File: config.mk
export PLATFORM = sky130hd
export DESIGN_NAME = hv_match_timer
export DESIGN_NICKNAME = d
export VERILOG_FILES = /design/src/rtl/hvt_pkg.sv /design/src/rtl/hvt_counter.sv /design/src/rtl/hvt_match.sv /design/src/rtl/hv_match_timer.sv
export SDC_FILE = /design/constraint.sdc
export NUM_CORES = 1
export LEC_CHECK = 0
export BUFFER_PORTS_ARGS = -buffer_cell sky130_fd_sc_hd__buf_4
export CAP_MARGIN = 10
export CORE_MARGIN = 3
export CORE_UTILIZATION = 40
export DETAILED_ROUTE_END_ITERATION = 8
export GPL_TIMING_DRIVEN = 0
export HOLD_SLACK_MARGIN = 0.05
export PLACE_DENSITY_LB_ADDON = 0.05
export SLEW_MARGIN = 20
export SYNTH_ARGS = -nofsm -noshare
export SYNTH_HDL_FRONTEND = slang
export SYNTH_SLANG_ARGS = --single-unit
File: constraint.sdc
create_clock -name clk -period 8.08 [get_ports clk]
set_clock_uncertainty 0.05 [all_clocks]
set_input_delay 0.404 -clock clk [delete_from_list [all_inputs] [get_ports clk]]
set_output_delay 0.404 -clock clk [all_outputs]
set_load 0.1 [all_outputs]
File: src/rtl/hvt_pkg.sv
package hvt_pkg;
  typedef enum logic [1:0] {
    MATCH_OFF = 2'd0,
    MATCH_H   = 2'd1,
    MATCH_V   = 2'd2,
    MATCH_HV  = 2'd3
  } match_sel_e;
endpackage

File: src/rtl/hvt_counter.sv
module hvt_counter #(
  parameter int H_W       = 11,
  parameter int V_W       = 9,
  parameter int STEP      = 2,
  parameter int LINE_CLKS = 1364,
  parameter int LINES_A   = 262,
  parameter int LINES_B   = 312
) (
  input  logic           clk,
  input  logic           rst,
  input  logic           tick,
  input  logic           lin_mode,
  input  logic           region_sel,
  output logic [H_W-1:0] h_q,
  output logic [V_W-1:0] v_q,
  output logic [H_W-1:0] h_d,
  output logic [V_W-1:0] v_d
);
  localparam logic [H_W:0] LINE_LIM = (H_W+1)'(LINE_CLKS);
  localparam logic [H_W:0] STEP_W   = (H_W+1)'(STEP);
  localparam logic [V_W:0] TOT_A    = (V_W+1)'(LINES_A);
  localparam logic [V_W:0] TOT_B    = (V_W+1)'(LINES_B);

  logic [H_W:0] h_sum;
  logic [V_W:0] v_inc;
  logic [V_W:0] v_total;
  logic [H_W-1:0] h_ras, h_lin;
  logic [V_W-1:0] v_ras, v_lin;

  assign h_sum   = {1'b0, h_q} + STEP_W;
  assign v_inc   = {1'b0, v_q} + {{V_W{1'b0}}, 1'b1};
  assign v_total = region_sel ? TOT_B : TOT_A;

  // raster rule: wrap at line length, vertical wraps at region total
  always_comb begin
    if (h_sum >= LINE_LIM) begin
      h_ras = '0;
      v_ras = (v_inc >= v_total) ? '0 : v_inc[V_W-1:0];
    end else begin
      h_ras = h_sum[H_W-1:0];
      v_ras = v_q;
    end
  end

  // linear rule: carry out of horizontal feeds vertical
  assign h_lin = h_sum[H_W-1:0];
  assign v_lin = v_q + {{(V_W-1){1'b0}}, h_sum[H_W]};

  always_comb begin
    if (!tick) begin
      h_d = h_q;
      v_d = v_q;
    end else if (lin_mode) begin
      h_d = h_lin;
      v_d = v_lin;
    end else begin
      h_d = h_ras;
      v_d = v_ras;
    end
  end

  always_ff @(posedge clk) begin
    if (rst) begin
      h_q <= '0;
      v_q <= '0;
    end else begin
      h_q <= h_d;
      v_q <= v_d;
    end
  end

  AST_IDLE_HOLD: assert property (@(posedge clk) disable iff (rst)
    ($past(!rst) && !$past(tick)) |-> ($stable(h_q) && $stable(v_q)));

  AST_RASTER_BOUND: assert property (@(posedge clk) disable iff (rst)
    ($past(!rst) && $past(tick) && !$past(lin_mode)) |-> ({1'b0, h_q} < LINE_LIM));

  AST_LIN_CARRY: assert property (@(posedge clk) disable iff (rst)
    ($past(!rst) && $past(tick) && $past(lin_mode) && (h_q < $past(h_q)))
    |-> (v_q == $past(v_q) + 1'b1));
endmodule

File: src/rtl/hvt_match.sv
module hvt_match
  import hvt_pkg::*;
#(
  parameter int H_W       = 11,
  parameter int V_W       = 9,
  parameter int CMP_W     = 9,
  parameter int DOT_SHIFT = 2
) (
  input  logic             clk,
  input  logic             rst,
  input  logic             tick,
  input  match_sel_e       sel,
  input  logic             irq_en,
  input  logic [H_W-1:0]   h_d,
  input  logic [V_W-1:0]   v_d,
  input  logic [CMP_W-1:0] h_cmp,
  input  logic [V_W-1:0]   v_cmp,
  output logic             flag_set,
  output logic             clr_zero
);
  localparam int TGT_W = CMP_W + DOT_SHIFT;
  localparam int CW    = (H_W > TGT_W) ? H_W : TGT_W;

  logic [CW-1:0] h_ext, h_tgt;
  logic h_eq, h_zero, v_eq, hit;

  assign h_ext  = CW'(h_d);
  assign h_tgt  = CW'({h_cmp, {DOT_SHIFT{1'b0}}});
  assign h_eq   = (h_ext == h_tgt);
  assign h_zero = (h_d == '0);
  assign v_eq   = (v_d == v_cmp);

  always_comb begin
    unique case (sel)
      MATCH_H:  hit = h_eq;
      MATCH_V:  hit = v_eq && h_zero;
      MATCH_HV: hit = v_eq && h_eq;
      default:  hit = 1'b0;
    endcase
  end

  always_ff @(posedge clk) begin
    if (rst) begin
      flag_set <= 1'b0;
      clr_zero <= 1'b0;
    end else begin
      flag_set <= tick && hit;
      clr_zero <= tick && hit && irq_en;
    end
  end

  AST_FLAG_NEEDS_TICK: assert property (@(posedge clk) disable iff (rst)
    flag_set |-> ($past(!rst) && $past(tick)));

  AST_CLR_WITH_FLAG: assert property (@(posedge clk) disable iff (rst)
    clr_zero |-> (flag_set && $past(irq_en)));

  AST_OFF_SILENT: assert property (@(posedge clk) disable iff (rst)
    ($past(!rst) && ($past(sel) == MATCH_OFF)) |-> !flag_set);
endmodule

File: src/rtl/hv_match_timer.sv
module hv_match_timer
  import hvt_pkg::*;
#(
  parameter int H_W       = 11,
  parameter int V_W       = 9,
  parameter int CMP_W     = 9,
  parameter int STEP      = 2,
  parameter int DOT_SHIFT = 2,
  parameter int LINE_CLKS = 1364,
  parameter int LINES_A   = 262,
  parameter int LINES_B   = 312
) (
  input  logic             clk,
  input  logic             rst,
  input  logic             tick,
  input  logic             lin_mode,
  input  logic             region_sel,
  input  logic [1:0]       match_sel,
  input  logic [CMP_W-1:0] h_cmp,
  input  logic [V_W-1:0]   v_cmp,
  input  logic             irq_en,
  output logic [H_W-1:0]   h_count,
  output logic [V_W-1:0]   v_count,
  output logic             flag_set,
  output logic             clr_zero
);
  logic [H_W-1:0] h_d;
  logic [V_W-1:0] v_d;
  match_sel_e     sel;

  assign sel = match_sel_e'(match_sel);

  hvt_counter #(
    .H_W(H_W), .V_W(V_W), .STEP(STEP),
    .LINE_CLKS(LINE_CLKS), .LINES_A(LINES_A), .LINES_B(LINES_B)
  ) u_cnt (
    .clk(clk), .rst(rst), .tick(tick), .lin_mode(lin_mode),
    .region_sel(region_sel),
    .h_q(h_count), .v_q(v_count), .h_d(h_d), .v_d(v_d)
  );

  hvt_match #(
    .H_W(H_W), .V_W(V_W), .CMP_W(CMP_W), .DOT_SHIFT(DOT_SHIFT)
  ) u_match (
    .clk(clk), .rst(rst), .tick(tick), .sel(sel), .irq_en(irq_en),
    .h_d(h_d), .v_d(v_d), .h_cmp(h_cmp), .v_cmp(v_cmp),
    .flag_set(flag_set), .clr_zero(clr_zero)
  );

  AST_VMATCH_LINE_START: assert property (@(posedge clk) disable iff (rst)
    (flag_set && ($past(sel) == MATCH_V)) |-> (h_count == '0 && v_count == $past(v_cmp)));

  AST_RESET_CLEAR: assert property (@(posedge clk)
    $past(rst) |-> (h_count == '0 && v_count == '0 && !flag_set && !clr_zero));
endmodule

==> results by group <==
Synthesis
  – XOR/XNOR share of the synthesized area: under 10%
  – Seq/Total Area, Yosys: 18.1%
  – Multiplexer area fraction after synthesis: 2.52%
  – Top_reg_cell synth: dfxtp_1
  – Yosys warning total: 0
  – Largest family of logic cells by synthesized area: simple AND/OR/NAND/NOR gates
  – Mean Syn Cell Area: 7.40 um^2
  – Mapped Cells: between 300 and 400
  – Cell Area, Synth: between 2000 and 2500 um^2
  – Flops & latches, synth: 22
  – Asr flop ratio synth: 0%
  – Post-synth EDFFs: 0
  – Post-Syn Nets: 364
  – Distinct cells, synth: 68
  – Post-synthesis compound-gate area fraction: between 20 and 30%
  – Post-Synth Adder-Cell Area: approximately 4.6%
  – Synth Area in Simple Gates: 34.4%

Worst setup path
  – Worst EP arrival: 4.39 ns
  – CP startpoint kind: flip-flop
  – Worst Path Max Fanout: 10
  – Crit path kind: reg2reg
  – Required time of the critical path: 8.26 ns
  – Crit path buffers/inverters: 0
  – Cell Chain, Critical Path: ha_1, nand3_1, xnor2_1, ha_1, nand4_1, o221a_2, nand3_1, o221a_2, and2_1, o311ai_1, xor2_1, or4_4, o41ai_2, and3_1
  – Slowest stage delay, CP: 0.56 ns
  – CP max-delay cell: dfxtp_1
  – Largest delay share family, worst path: compound AO/OA/AOI/OAI gates
  – CP endpoint kind: flip-flop

Route
  – Post-DRT Antenna Nets: 0
  – WL final: 7690 um
  – DRT Pass-1 Iters: 6
  – Routed len/inst: between 15 and 20 um
  – Number of vias in the routed layout: between 2k and 3k
  – DR iter-0 viols: 340
  – DRC Markers: 0
  – Vias per cell: between 6 and 7

Power and ir drop
  – PwrDens: roughly 100 nW/um^2
  – Overall Power: 299 uW
  – P_leak: 0.00122 uW
  – Maximum vdd drop: 0.0685 mV

Placed design
  – Routability Congestion: 0.930
  – Placed inst area: 2880 um^2
  – DP Cell Count: 448
  – Port Buf Inserts: 47
  – Post-DP HPWL: 5990 um

GRT
  – Gr ovfl total: 0
  – Largest net degree at the start of global routing: 14
  – Number of global-route vias before repair: 2481
  – Tot GR Track Use: 21.7%
  – First-pass GRT wire length: 12600 um
  – Initial antenna violation count: 0

STA
  – Unrepaired setup endpoints after global routing: no
  – Relative slew slack: 54.1%
  – Final min period: 4.21 ns
  – Final Cycle Share: 52.2%
  – Max Freq: 237 MHz
  – Endpoints failing setup: 0
  – Max Slew Vio Count: 0
  – Slew @ Worst Pin: between 0.6 and 0.7 ns
  – Setup TNS: 0 ns
  – Final Hold Fails: 0

Floorplan
  – Die Span Y: 84.0 um
  – Core Region: 5710 um^2
  – FP Rows: 27
  – Die width: 84.0 um
  – Starting density of the core: 42.6%
  – Num ports: 48
  – Total die area: 7060 um^2

Worst hold path
  – HP Class: in2reg

Clock tree
  – CTS tree: done
  – Reg clk slew, reported paths: 0.11 ns
  – CTS resizes: 0
  – Post-CTS setup buffer count: 0
  – H-tree Lvls: 1
  – Clk_lat worst skew: 0.29 ns
  – Clk sinks: 22
  – Root buffer cell: clkbuf_8
  – Hold_buf cts: 0
  – Max clock buf depth: 2
  – Num CTS Buffers: 3

Cells and area
  – Area grow syn2layout: 21.1%
  – Final Core Density: 51.7%
  – # diodes: 0
  – Share of layout cells above drive strength 1: 19.7%
  – Final instance area: 2950 um^2
  – Nets: 416
  – Non-filler instance count after layout: around 450

Run
  – Max Cap Viol: 0

Outcome
  – Status: complete, no violations
## synth_stat cells, types with 5 or more instances
cell type   n  share of area, %
a21oi_1    15               3.1
a31oi_1     6               1.5
and2_1      7               1.8
and3_1     10               2.6
and4_1      5               1.8
clkbuf_1   13               2.0
dfxtp_1    22                18
ha_1        9               4.6
inv_1       9               1.4
mux2i_1     5               2.1
nand2_1    29               4.5
nand2b_1    9               2.3
nand3_1    19               3.9
nand4_1    15               3.9
nor2_1     26               4.0
nor2b_1     7               1.8
nor4_1      5               1.3
o21ai_0    19               3.9
xnor2_1    12               4.3
xor2_1     14               5.0
## power breakdown
group	total, uW	internal, uW	switching (uW)
clock network	116	66.5	49.2
registers	113	110	2.70
logic	70.7	26.2	44.5
## sequential cells by signal, summed over array words and instances (netlist names)
name / flops
u_cnt.h_q: 11
u_cnt.v_q: 9
u_match.clr_zero: 1
u_match.flag_set: 1
## cell families after synthesis
kind of cell,Yosys count
mux,6
fa+ha+maj,9
simple gates,152
compound gates,83
buf+inv,31
flops,22
xor+xnor,26
## stage by stage
| stage | setup slack, ns | hold slack [ns] |
|---|---|---|
| after floorplan | 3.65 | 0.426 |
| after global placement | 3.90 | 0.444 |
| after detailed placement | 3.88 | 0.436 |
| after CTS | 3.84 | 0.259 |
| after global routing | 3.47 | 0.262 |
| final | 3.87 | 0.266 |
## layer usage
layer	vias up	wire, um	global-route usage (%)
li1	1335	-	-
met1	1293	3860	34.3
met2	113	3180	31.0
met3	4	604	3.26
met4	0	47	3.07
met5	-	0	0
## cell usage in the layout (no fill, tap or decap), drive strengths merged, types with 2 or more instances in the layout
| master | n |
|---|---|
| o32ai | 2 |
| inv | 9 |
| and3 | 11 |
| nand2b | 9 |
| and2 | 7 |
| a31oi | 6 |
| o41ai | 2 |
| nand3b | 2 |
| nand4 | 16 |
| o221a | 5 |
| o21ai | 22 |
| o2111a | 2 |
| nor4 | 5 |
| and4 | 6 |
| a31o | 2 |
| a21oi | 15 |
| or4 | 2 |
| o22ai | 2 |
| a2111oi | 3 |
| mux2i | 5 |
| ha | 9 |
| buf | 56 |
| a211o | 3 |
| dfxtp | 22 |
| xor2 | 14 |
| o211ai | 3 |
| nor3 | 4 |
| nand3 | 20 |
| nand2 | 29 |
| nor2 | 27 |
| nor2b | 7 |
| clkbuf | 16 |
| a211oi | 2 |
| xnor2 | 12 |
| or3 | 3 |
| nor4b | 2 |
| a21boi | 2 |
## layout make-up
| class | instances | area (um^2) |
|---|---|---|
| Buffer | 22 | 106 |
| Clock buffer | 3 | 41.3 |
| Clock inverter | 1 | 30.0 |
| Fill cell | 593 | 2760 |
| Inverter | 9 | 33.8 |
| Multi-Input combinational cell | 276 | 1850 |
| Sequential cell | 22 | 440 |
| Tap cell | 72 | 90.1 |
| Timing Repair Buffer | 47 | 353 |
## worst paths after layout
check / endpoint / cells past startpoint / startpoint / slack [ns]
hold reg to reg: u_cnt.h_q[0] / 2 / u_cnt.h_q[0] / 0.45
setup / recovery: u_match.clr_zero / 14 / u_cnt.v_q[0] / 3.87
hold / removal: u_cnt.v_q[1] / 2 / rst / 0.27
setup reg to reg: u_match.clr_zero / 14 / u_cnt.v_q[0] / 3.87
No activity file was read; power rests on OpenSTA's default activity.
